==> config.mk <==
export PLATFORM = sky130hd
export DESIGN_NAME = burst_col_gen
export DESIGN_NICKNAME = d
export VERILOG_FILES = /design/src/rtl/sdram_burst_pkg.sv /design/src/rtl/burst_mode_decode.sv /design/src/rtl/burst_beat_seq.sv /design/src/rtl/col_addr_calc.sv /design/src/rtl/burst_col_gen.sv
export SDC_FILE = /design/constraint.sdc
export NUM_CORES = 1
export LEC_CHECK = 0
export ABC_CLOCK_PERIOD_IN_PS = 2600
export BUFFER_PORTS_ARGS = -buffer_cell sky130_fd_sc_hd__buf_4
export CELL_PAD_IN_SITES_DETAIL_PLACEMENT = 1
export CELL_PAD_IN_SITES_GLOBAL_PLACEMENT = 1
export CORE_MARGIN = 2
export CORE_UTILIZATION = 40
export CTS_CLUSTER_SIZE = 20
export DETAILED_ROUTE_END_ITERATION = 12
export GPL_TIMING_DRIVEN = 0
export PLACE_DENSITY = 0.86
export SYNTH_ARGS = -nofsm -noshare
export SYNTH_HDL_FRONTEND = slang
export SYNTH_SLANG_ARGS = --single-unit
==> constraint.sdc <==
create_clock -name clk -period 2.6 [get_ports clk]
set_input_delay 0.26 -clock clk [delete_from_list [all_inputs] [get_ports clk]]
set_output_delay 0.26 -clock clk [all_outputs]
set_load 0.02 [all_outputs]
==> src/rtl/sdram_burst_pkg.sv <==
package sdram_burst_pkg;

    typedef enum logic [2:0] {
        BL_ONE   = 3'b000,
        BL_TWO   = 3'b001,
        BL_FOUR  = 3'b010,
        BL_EIGHT = 3'b011,
        BL_PAGE  = 3'b111
    } bl_code_e;

    typedef enum logic {
        ORD_SEQ = 1'b0,
        ORD_XOR = 1'b1
    } order_e;

    typedef struct packed {
        logic   legal;
        logic   full_page;
        order_e order;
    } burst_mode_t;

    // log2 of the fixed burst length for a legal fixed-length code
    function automatic logic [1:0] len_log2(input logic [2:0] code);
        case (code)
            BL_TWO:   return 2'd1;
            BL_FOUR:  return 2'd2;
            BL_EIGHT: return 2'd3;
            default:  return 2'd0;
        endcase
    endfunction

endpackage

==> src/rtl/burst_mode_decode.sv <==
module burst_mode_decode
    import sdram_burst_pkg::*;
#(
    parameter int COL_W = 8
) (
    input  logic [2:0]       len_code_i,
    input  logic             interleave_i,
    input  logic             is_write_i,
    input  logic             single_write_i,
    output burst_mode_t      mode_o,
    output logic [COL_W-1:0] mask_o
);
    localparam logic [COL_W-1:0] ALL_ONES = {COL_W{1'b1}};

    logic [1:0] lg;

    always_comb begin
        mode_o.order     = interleave_i ? ORD_XOR : ORD_SEQ;
        mode_o.full_page = 1'b0;
        mode_o.legal     = 1'b1;
        lg               = 2'd0;
        if (is_write_i && single_write_i) begin
            lg = 2'd0;
        end else begin
            case (len_code_i)
                BL_ONE, BL_TWO, BL_FOUR, BL_EIGHT: lg = len_log2(len_code_i);
                BL_PAGE: begin
                    mode_o.full_page = 1'b1;
                    mode_o.legal     = !interleave_i;
                end
                default: mode_o.legal = 1'b0;
            endcase
        end
        mask_o = mode_o.full_page ? ALL_ONES : ~(ALL_ONES << lg);
    end
endmodule

==> src/rtl/burst_beat_seq.sv <==
module burst_beat_seq #(
    parameter int COL_W = 8
) (
    input  logic             clk,
    input  logic             rst,
    input  logic             load_i,
    input  logic             legal_i,
    input  logic             full_i,
    input  logic [COL_W-1:0] mask_i,
    input  logic             term_i,
    output logic             active_o,
    output logic [COL_W-1:0] beat_o,
    output logic [COL_W-1:0] mask_o,
    output logic             last_o
);
    logic             active_q;
    logic             full_q;
    logic [COL_W-1:0] beat_q;
    logic [COL_W-1:0] mask_q;

    assign last_o   = active_q && !full_q && (beat_q == mask_q);
    assign active_o = active_q;
    assign beat_o   = beat_q;
    assign mask_o   = mask_q;

    always_ff @(posedge clk) begin
        if (rst) begin
            active_q <= 1'b0;
            full_q   <= 1'b0;
            beat_q   <= '0;
            mask_q   <= '0;
        end else if (load_i) begin
            active_q <= legal_i;
            full_q   <= full_i;
            beat_q   <= '0;
            mask_q   <= mask_i;
        end else if (active_q) begin
            if (term_i || last_o) begin
                active_q <= 1'b0;
            end else begin
                beat_q <= beat_q + 1'b1;
            end
        end
    end
endmodule

==> src/rtl/col_addr_calc.sv <==
module col_addr_calc
    import sdram_burst_pkg::*;
#(
    parameter int COL_W = 8
) (
    input  logic [COL_W-1:0] start_i,
    input  logic [COL_W-1:0] beat_i,
    input  logic [COL_W-1:0] mask_i,
    input  order_e           order_i,
    output logic [COL_W-1:0] col_o
);
    logic [COL_W-1:0] seq_low;
    logic [COL_W-1:0] xor_low;

    always_comb begin
        seq_low = (start_i + beat_i) & mask_i;
        xor_low = (start_i ^ beat_i) & mask_i;
        col_o   = (start_i & ~mask_i) | ((order_i == ORD_XOR) ? xor_low : seq_low);
    end
endmodule

==> src/rtl/burst_col_gen.sv <==
module burst_col_gen
    import sdram_burst_pkg::*;
#(
    parameter int COL_W = 8
) (
    input  logic             clk,
    input  logic             rst,
    input  logic             start_i,
    input  logic [COL_W-1:0] start_col_i,
    input  logic [2:0]       len_code_i,
    input  logic             interleave_i,
    input  logic             is_write_i,
    input  logic             single_write_i,
    input  logic             term_i,
    output logic [COL_W-1:0] col_o,
    output logic             valid_o,
    output logic             last_o,
    output logic             illegal_o
);
    burst_mode_t      mode;
    logic [COL_W-1:0] mask_new;
    logic [COL_W-1:0] mask_cur;
    logic [COL_W-1:0] beat;
    logic [COL_W-1:0] start_q;
    order_e           order_q;
    logic             illegal_q;
    logic             active;
    logic             last;

    burst_mode_decode #(.COL_W(COL_W)) dec_i (
        .len_code_i     (len_code_i),
        .interleave_i   (interleave_i),
        .is_write_i     (is_write_i),
        .single_write_i (single_write_i),
        .mode_o         (mode),
        .mask_o         (mask_new)
    );

    burst_beat_seq #(.COL_W(COL_W)) seq_i (
        .clk      (clk),
        .rst      (rst),
        .load_i   (start_i),
        .legal_i  (mode.legal),
        .full_i   (mode.full_page),
        .mask_i   (mask_new),
        .term_i   (term_i),
        .active_o (active),
        .beat_o   (beat),
        .mask_o   (mask_cur),
        .last_o   (last)
    );

    col_addr_calc #(.COL_W(COL_W)) calc_i (
        .start_i (start_q),
        .beat_i  (beat),
        .mask_i  (mask_cur),
        .order_i (order_q),
        .col_o   (col_o)
    );

    always_ff @(posedge clk) begin
        if (rst) begin
            start_q   <= '0;
            order_q   <= ORD_SEQ;
            illegal_q <= 1'b0;
        end else begin
            illegal_q <= start_i && !mode.legal;
            if (start_i) begin
                start_q <= start_col_i;
                order_q <= mode.order;
            end
        end
    end

    assign valid_o   = active;
    assign last_o    = last;
    assign illegal_o = illegal_q;
endmodule

## Word level (Yosys, flattened, before mapping)

Index checks and enable logic that the tools add are counted.

- Output and inout port bits: 11
- Bits of input ports: 18
- Flip-flop bits (word level): 28

- Shifts and indexed selects: 1
- Bitwise gates (word level): 8
- $add $sub $neg: 2
- Mux-type cells: 12
- Eq/ne operators: 5
- Reductions and logical operators: 12

Operators with widths:

| kind | count |
|---|---|
| 8-bit AND | 3 |
| 8-bit 2-to-1 mux | 2 |
| 8-bit NOT | 2 |
| 8-bit by 1-bit adder with 8-bit output (second input constant) | 1 |
| 8-bit adder | 1 |
| 8-bit equality test | 1 |
| 8-bit bitwise OR | 1 |
| 8-bit by 2-bit left shift with 8-bit output (first input constant) | 1 |
| 8-bit bitwise XOR | 1 |
| 3-bit by 2-bit equality test with 1-bit output (second input constant) | 2 |
| 2-bit 2-to-1 mux | 3 |
| 2-bit one-hot mux with 3 select lines | 1 |
| 1-bit 2-to-1 mux | 5 |
| 1-bit logical AND | 4 |
| 4-bit OR reduction | 1 |
| 3-bit by 1-bit equality test with 1-bit output (second input constant) | 1 |
| 3-bit equality test (second input constant) | 1 |
| 1-bit logical NOT | 3 |
| 3-bit logical NOT | 1 |
| 1-bit one-hot mux with 2 select lines | 1 |
| 2-bit AND reduction | 1 |
| 2-bit OR reduction | 1 |
| 1-bit logical OR | 1 |
| 1-bit NOT | 1 |

## Longest topological paths before layout

Gate-level depths: netlist (run 1).

- Depth in word-level cells: 7
- Mapped depth: 8
- Mapped depth without buffers: 8

## By module

Synthesis (run 1) repeated with hierarchy kept, for this count alone.

- Cell total of the unflattened synthesis: 197
- Area total of the unflattened synthesis: 1716.6 um^2

By module, submodules not included:

| module | cells each | area an instance (um^2) | seq. area each (um^2) | instances |
|---|---|---|---|---|
| burst_beat_seq | 90 | 842.1 | 360.3 | 1 |
| col_addr_calc | 61 | 420.4 | 0.0 | 1 |
| burst_col_gen | 31 | 352.8 | 200.2 | 1 |
| burst_mode_decode | 15 | 101.3 | 0.0 | 1 |

## Worst setup path before layout (run 1)

OpenSTA, ideal clock, no wires.

- Path kind: flip-flop to output port
- Start point: register seq_i.beat_q[3], in the netlist seq_i.beat_o[3]
- End point: output port col_o[7]
- Data required time: 2.340 ns
- Arrival time: 1.891 ns
- Setup slack: 0.449 ns
- Cell stages (with the launch flop): 7
- Path through: dfxtp_1 -> ha_1 -> and3_1 -> a221o_1 -> o31ai_1 -> o211ai_1 -> xor2_1

- Word-level cells in the longest chain between the ends: 4

RTL lines:

| what | line | text |
|---|---|---|
| from (decl) | burst_beat_seq.sv:18 | `logic [COL_W-1:0] beat_q;` |
| from (signal assigned) | burst_beat_seq.sv:41 | `beat_q <= beat_q + 1'b1;` |
| 8-bit adder | col_addr_calc.sv:16 | `seq_low = (start_i + beat_i) & mask_i;` |
| 8-bit AND | col_addr_calc.sv:16 |  |
| 8-bit 2-to-1 mux | col_addr_calc.sv:18 | `col_o = (start_i & ~mask_i) \| ((order_i == ORD_XOR) ? xor_low : seq_low);` |
| 8-bit bitwise OR | col_addr_calc.sv:18 |  |
| to (decl) | burst_col_gen.sv:15 | `output logic [COL_W-1:0] col_o,` |

Every way passes these cells.

## Final worst setup path (run 1)

- Start point: register start_q[0]
- End point: output port col_o[6]

- Word-level cells in the longest chain between the ends: 4

RTL lines:

| what | line | text |
|---|---|---|
| from (decl) | burst_col_gen.sv:24 | `logic [COL_W-1:0] start_q;` |
| from (signal assigned) | burst_col_gen.sv:69 | `start_q <= start_col_i;` |
| 8-bit adder | col_addr_calc.sv:16 |  |
| 8-bit AND | col_addr_calc.sv:16 |  |
| 8-bit 2-to-1 mux | col_addr_calc.sv:18 |  |
| 8-bit bitwise OR | col_addr_calc.sv:18 |  |

Every way passes these cells.

==> reports/results.ini, run 1 <==
[clock_tree]
cts_max_level=1
clock-root-buffer=clkbuf_4
insertion_delay_ns=0.33
cts_buffer_depth=2
holdBufCountCts=0
path_clk_slew_ns=0.14
cts_tree=built
cts_buffers=3
cts_sinks=23

[placement]
dp_hpwl_mm=2.96
dp_slack_ns=0.0573
gp_congestion=0.891
io_buffers=27

[grt]
track_usage_pct=20.1
grt_first_pass_wirelength_mm=6.60
grt_pass1_vias=1403
overflow=0
antenna_found_initial=0
grt_max_degree=13

[layout]
final_cell_mix=30 x buf_4, 26 x nor2_1, 16 x dfxtp_1
final_layout_size_suffix_gt1_share_pct=28.8
antenna_cells=0
final_common_cell=buf_4
fillers=415
syn_to_final_growth_pct=29.3
nets=236

[route]
via_per_inst=5.48
first_pass_iters=4
wl_per_cell_um=16.3
drc=0
dr.first_iter.drc_count=45
dr_total_vias=1393
drt-total-wl_mm=4.15
drt.antenna.violating_nets=0

[floorplan]
die_area_um2=4080
ios=29
die_h_um=63.8
coreArea_um2=3390
fp.dieW_um=63.8
start_util_pct=42.3
std_cell_rows=21

[logic_synthesis]
synth_seq_area_share_pct=32.1
ys_types=41
syn_area_per_cell_um2=8.23
synthesis.area_um2=1430
synth_flop_cell=dfxtp_1
async_flop_share_pct=0
syn-num-nets=201
netlist_instances=174
yosysWarningCount=0
ys_ff_latch=23
synth_edf_count=0

[critical_path]
endpoint=col_o[6]
path_max_fanout=3
critPathKind=register to output pin
critPathCaptureType=output pin
startpoint=start_q[0]
r2r_slack_ns=0.98
cp.arrival_ns=2.29
rr_startpoint=seq_i.beat_o[2]
cp_data_required_time_ns=2.34
reg2regPathDepth=7
start_kind=register
r2r-end=seq_i.beat_o[5]

[pwr]
total_power_mw=0.701
max-vdd-ir-drop_v=0.000191
switching_share_pct=29.7
p_int_mw=0.492
seq_power_share_pct=53.8
p_switching_mw=0.208
cellLeakagePower_nw=0.753
p_comb_share_pct=21.0
clkPwrFrac_pct=25.2
power_density_nw_per_um2=378

[outcome]
status=finished clean

[timing]
hold_viol_final=0
clock.fmax_mhz=392
setup_violations=0
tightest_slew_ns=0.524
slew_violations=0
finalClockSkew_ns=0.0172
worst_slack_ns=0.0481
period_needed_ns=2.55
slew_headroom_pct=65.0
period_share_pct=98.1
rsz0062_at_grt=yes

[flow_run]
maxCapViolCount=0

[min_path]
hp-class=primary input to register

==> Yosys cell counts, types with 3 or more instances <==
cell	number	area share, %
o21ai_0	6	2.1
dfxtp_1	23	32
nor2_1	26	6.8
inv_1	6	1.6
xor2_1	5	3.1
or4_1	3	1.6
nand2_1	14	3.7
nand3_1	5	1.7
clkbuf_1	4	1.0
nor2b_1	4	1.7
mux2i_1	10	7.0
or3_1	3	1.3
nand2b_1	3	1.3
o211ai_1	6	3.1
ha_1	8	7.0
xnor2_1	6	3.7
nor3_1	3	1.0
a21oi_1	12	4.2
==> area by class of cell <==
| cell class | count | area [um^2] | area share, % |
|---|---|---|---|
| Timing Repair Buffer | 30 | 229 | 12.4 |
| Tap cell | 46 | 57.6 | 3.11 |
| Inverter | 6 | 22.5 | 1.22 |
| Sequential cell | 23 | 479 | 25.9 |
| Buffer | 8 | 43.8 | 2.36 |
| Clock buffer | 4 | 26.3 | 1.42 |
| Multi-Input combinational cell | 137 | 993 | 53.6 |
==> routing by layer <==
layer	routed length [um]	vias to the layer above	global-route usage [%]
li1	-	683	-
met1	1810	670	26.5
met2	2160	35	34.8
met3	135	5	1.76
met4	48	0	5.71
met5	0	-	0
==> worst min path at each step <==
stage                         startpoint         end  cells past startpoint
after floorplan             interleave_i     order_q                      2
after global placement    start_col_i[5]  start_q[5]                      3
after detailed placement      start_q[7]  start_q[7]                      2
after CTS                 start_col_i[6]  start_q[6]                      3
after global routing      start_col_i[4]  start_q[4]                      3
final                     start_col_i[6]  start_q[6]                      3
==> critical path, stage by stage (launching register included) <==
cell,delay [ns]
dfxtp_4,0.39
ha_4,0.13
inv_1,0.06
fa_2,0.40
nor2b_2,0.14
o21ai_2,0.09
a211oi_2,0.28
o21ai_1,0.10
a31o_2,0.25
buf_6,0.13
==> cell families (layout without fill, tap and decap cells) <==
logic type,Yosys count,count (layout),share of synthesized area [%]
AO/OA/AOI/OAI,37,37,16.9
XOR/XNOR,11,11,6.72
adder cells (fa/ha/maj),9,9,8.38
buffers and inverters,14,48,4.63
flip-flops,23,23,32.1
multiplexers,11,11,7.77
AND/OR/NAND/NOR,69,69,23.5
==> stage by stage <==
step	utilization, %	area, um^2	setup TNS (ns)	hold WS, ns	cells
after detailed placement	49.9	1690	0	0.506	247
after global routing	54.6	1850	-0.0769	0.164	254
final	54.6	1850	0	0.153	254
after CTS	51.3	1740	0	0.163	252
after global placement	49.9	1690	0	0.493	247
after floorplan	-	1430	0	0.407	174
==> registers in the layout, indices dropped and copies added (netlist names) <==
name / cells
illegal_o: 1
seq_i.mask_o: 4
seq_i.beat_o: 8
seq_i.active_o: 1
start_q: 8
order_q: 1
==> repair_timing <==
action                                  in CTS  in global routing
pin swaps                                    1                  7
setup buffers                                1                  2
cloned                                       0                  0
resized for setup                            8                 17
endpoints found under the hold margin        0                  0
endpoints found under the setup margin       3                  2
==> power groups by stage <==
| stage | Clock [mW] | Combinational [mW] | Sequential [mW] |
|---|---|---|---|
| 2_1_floorplan | 0 | 0.0817 | 0.383 |
| 3_3_place_gp | 0 | 0.133 | 0.385 |
| 3_5_place_dp | 0 | 0.140 | 0.385 |
| 4_1_cts | 0.179 | 0.142 | 0.376 |
| 5_1_grt | 0.199 | 0.163 | 0.379 |
| 6_report | 0.176 | 0.147 | 0.377 |
Note: power is estimated with default switching activity, not from simulation.
==> run 2, diff against run 1 <==
--- a/config.mk
+++ b/config.mk
@@ -5,16 +5,17 @@
 export SDC_FILE = /design/constraint.sdc
 export NUM_CORES = 1
 export LEC_CHECK = 0
-export ABC_CLOCK_PERIOD_IN_PS = 2600
+export ABC_CLOCK_PERIOD_IN_PS = 2400
 export BUFFER_PORTS_ARGS = -buffer_cell sky130_fd_sc_hd__buf_4
 export CELL_PAD_IN_SITES_DETAIL_PLACEMENT = 1
 export CELL_PAD_IN_SITES_GLOBAL_PLACEMENT = 1
 export CORE_MARGIN = 2
-export CORE_UTILIZATION = 40
+export CORE_UTILIZATION = 42
 export CTS_CLUSTER_SIZE = 20
 export DETAILED_ROUTE_END_ITERATION = 12
 export GPL_TIMING_DRIVEN = 0
 export PLACE_DENSITY = 0.86
 export SYNTH_ARGS = -nofsm -noshare
 export SYNTH_HDL_FRONTEND = slang
+export SYNTH_HIERARCHICAL = 1
 export SYNTH_SLANG_ARGS = --single-unit
==> constraint.sdc (replaced) <==
create_clock -name clk -period 2.4 [get_ports clk]
set_input_delay 0.24 -clock clk [delete_from_list [all_inputs] [get_ports clk]]
set_output_delay 0.24 -clock clk [all_outputs]
set_load 0.02 [all_outputs]
==> reports/results.ini, run 2 <==
[critical_path]
critPathCaptureType=output pin
start_kind=register
critical_path.slowest_cell=dfxtp_2
cp.arrival_ns=2.42  ; +0.13 ns
crit_path_max_incr_delay_ns=0.37  ; -0.03 ns
path_max_fanout=2  ; -1
crit_chain=ha_4, inv_2, fa_2, or2b_1, a211oi_2, a31oi_2, xnor2_1, mux2_4, buf_6
rr_startpoint=seq_i/beat_o[2]
reg2regPathDepth=7  ; unchanged
r2r_slack_ns=0.57  ; -0.41 ns
r2r-end=seq_i/beat_o[0]
path_delay_family=adder cells
critPathBufInv=2  ; unchanged
critPathKind=register to output pin
cp_data_required_time_ns=2.16  ; -0.18 ns

[placement]
gp_congestion=0.731  ; -18%
dp_hpwl_mm=3.31  ; +12%
io_buffers=28  ; +3.7%
dp_slack_ns=-0.294  ; -0.351 ns

[route]
via_per_inst=5.59  ; +1.9%
first_pass_iters=4  ; unchanged
wl_per_cell_um=18.6  ; +14%
dr_total_vias=1627  ; +17%
drt.antenna.violating_nets=0  ; unchanged
dr.first_iter.drc_count=31  ; -31%
drt-total-wl_mm=5.41  ; +30%
drc=0  ; unchanged

[logic_synthesis]
synth_top_area_share_pct=32.7  ; +0.51 points
synth_flop_cell=dfxtp_1
ys_ff_latch=28  ; +22%
synth_seq_area_share_pct=32.7  ; +0.51 points
synth_commonest_cells=31 x nor2_1, 28 x dfxtp_1, 19 x mux2i_1
synth_most_common_cell=nor2_1
synthesis.area_um2=1720  ; +20%
synth_edf_count=0  ; unchanged
ys_types=46  ; +12%
yosysWarningCount=6  ; +6
async_flop_share_pct=0  ; unchanged
syn-num-nets=224  ; +11%
synthTopCellsByArea=dfxtp_1 33%, mux2i_1 11%, nor2_1 6.8%, xnor2_1 6.1%, ha_1 5.8%
synth_top_area_cell=dfxtp_1
netlist_instances=197  ; +13%
syn_area_per_cell_um2=8.71  ; +5.8%

[grt]
grt_max_degree=16  ; +3
grt_first_pass_wirelength_mm=7.98  ; +21%
antenna_found_initial=0  ; unchanged
grt_pass1_vias=1610  ; +15%
overflow=0  ; unchanged
track_usage_pct=23.7  ; +3.6 points

[pwr]
p_int_mw=0.722  ; +47%
p_comb_share_pct=20.0  ; -1.0 points
total_power_mw=1.01  ; +43%
p_switching_mw=0.283  ; +36%
power_density_nw_per_um2=446  ; +18%
max-vdd-ir-drop_v=0.000206  ; +7.8%
seq_power_share_pct=49.2  ; -4.6 points
clkPwrFrac_pct=30.8  ; +5.6 points
cellLeakagePower_nw=0.933  ; +24%
switching_share_pct=28.2  ; -1.6 points

[floorplan]
fp.dieW_um=67.9  ; +6.4%
std_cell_rows=23  ; +9.5%
start_util_pct=43.2  ; +0.96 points
coreArea_um2=3970  ; +17%
ios=29  ; unchanged
die_area_um2=4610  ; +13%
die_h_um=67.9  ; +6.4%

[min_path]
min_from=start_col_i[7]
hold_end=start_q[7]
hp-class=primary input to register
whs_path_depth=3  ; unchanged

[flow_run]
maxCapViolCount=0  ; unchanged

[clock_tree]
cts_max_level=1  ; unchanged
cts_tree=built
insertion_delay_ns=0.28  ; -0.05 ns
holdBufCountCts=0  ; unchanged
cts_sinks=28  ; +22%
cts_buffers=3  ; unchanged
path_clk_slew_ns=0.10  ; -0.04 ns
clock-root-buffer=clkbuf_8
cts_buffer_depth=2  ; unchanged

[timing]
setup_violations=4  ; +4
finalClockSkew_ns=0.00592  ; -0.0113 ns
hold_viol_final=0  ; unchanged
slew_violations=0  ; unchanged
tightest_slew_ns=0.738  ; +0.213 ns
period_needed_ns=2.66
clock.fmax_mhz=376
period_share_pct=111
worst_slack_ns=-0.263  ; -0.311 ns
slew_headroom_pct=50.8  ; -14 points
rsz0062_at_grt=yes

[layout]
antenna_cells=0  ; unchanged
syn_to_final_growth_pct=31.3
final_cell_mix=45 x buf_4, 31 x nor2_1, 19 x mux2i_1, 19 x dfxtp_1, 13 x a21oi_1
nets=269  ; +14%
final_common_cell=buf_4
final_layout_size_suffix_gt1_share_pct=35.7  ; +6.8 points
fillers=494  ; +19%

[outcome]
violations=setup timing
status=finished with violations

run 2: cell count changes in the layout (fill, tap and decap cells not counted), moves of 3 or more:
cell | previous run | this run
o211ai_1 | 6 | 1
buf_4 | 30 | 45
nor2_1 | 26 | 31
clkbuf_8 | 0 | 4
xnor2_1 | 6 | 12
or3_1 | 3 | 6
clkbuf_4 | 3 | 0
dfxtp_1 | 16 | 19
xor2_1 | 5 | 1
o21ai_1 | 1 | 5
mux2i_1 | 10 | 19
clkbuf_1 | 5 | 2
nand2_1 | 14 | 10
run 2: area by class of cell:
cell class	instances	area [um^2]	area share, %
plain buffers	13	91.3	4.05
repair buffers	40	308	13.7
inverters	6	22.5	0.999
clock buffers	4	55.1	2.44
well taps	50	62.6	2.78
multi-input cells	150	1130	50.3
flip-flops and latches	28	582	25.8
run 2: worst max path at each step:
| stage | startpoint | end | slack [ns] | cells after the start |
|---|---|---|---|---|
| 2_1_floorplan | seq_i/beat_o[0] | col_o[6] | 0.06 | 8 |
| 3_3_place_gp | seq_i/beat_o[0] | col_o[6] | -0.26 | 9 |
| 3_5_place_dp | seq_i/beat_o[0] | col_o[6] | -0.29 | 9 |
| 4_1_cts | seq_i/beat_o[0] | col_o[6] | -0.25 | 9 |
| 5_1_grt | start_q[0] | col_o[6] | -0.33 | 9 |
| 6_report | start_q[0] | col_o[6] | -0.26 | 9 |
run 2: metal layers:
layer,global-route usage (%),share of wire [%],vias up
li1,-,-,772
met1,27.3,41,808
met2,43.8,54,39
met3,2.96,3.3,8
met4,9.50,1.2,0
met5,0,0,-
run 2: timing repair:
action	CTS	global route
endpoints found under the setup margin	4	4
pin swaps	13	5
gates resized for setup	29	2
setup buffers	8	4
run 2: through the flow:
step	hold WS [ns]	std cells	area [um^2]	utilization, %	TNS, ns
floorplan	0.387	197	1720	-	0
global placement	0.471	275	1990	50.1	-0.288
detailed placement	0.484	275	1990	50.1	-0.359
CTS	0.188	287	2210	55.7	-0.295
global route	0.219	291	2250	56.7	-0.853
finish	0.190	291	2250	56.7	-0.489
run 2: cells by family (layout without fill, tap and decap cells):
| kind of cell | count (synthesis) | count (layout) | share of synthesized area, % |
|---|---|---|---|
| flops | 28 | 28 | 32.7 |
| simple gates | 69 | 69 | 20.8 |
| buf+inv | 19 | 63 | 6.63 |
| fa+ha+maj | 9 | 9 | 7.00 |
| mux | 21 | 21 | 12.4 |
| compound gates | 38 | 38 | 13.8 |
| xor+xnor | 13 | 13 | 6.63 |
run 2: power groups by stage:
stage          Combinational, mW  Sequential (mW)  Clock (mW)
4_1_cts                    0.195            0.493       0.309
5_1_grt                    0.217            0.497       0.326
3_3_place_gp               0.174            0.505           0
2_1_floorplan              0.112            0.504           0
6_report                   0.201            0.494       0.310
3_5_place_dp               0.180            0.506           0
run 2: worst register-to-register path, stage by stage, from the launching register on:
cell and delay (ns):
dfxtp_4 0.37, buf_4 0.16, xnor2_1 0.18, nand3_2 0.15
o31ai_4 0.39, buf_6 0.20, xor2_1 0.19, nor2_1 0.07
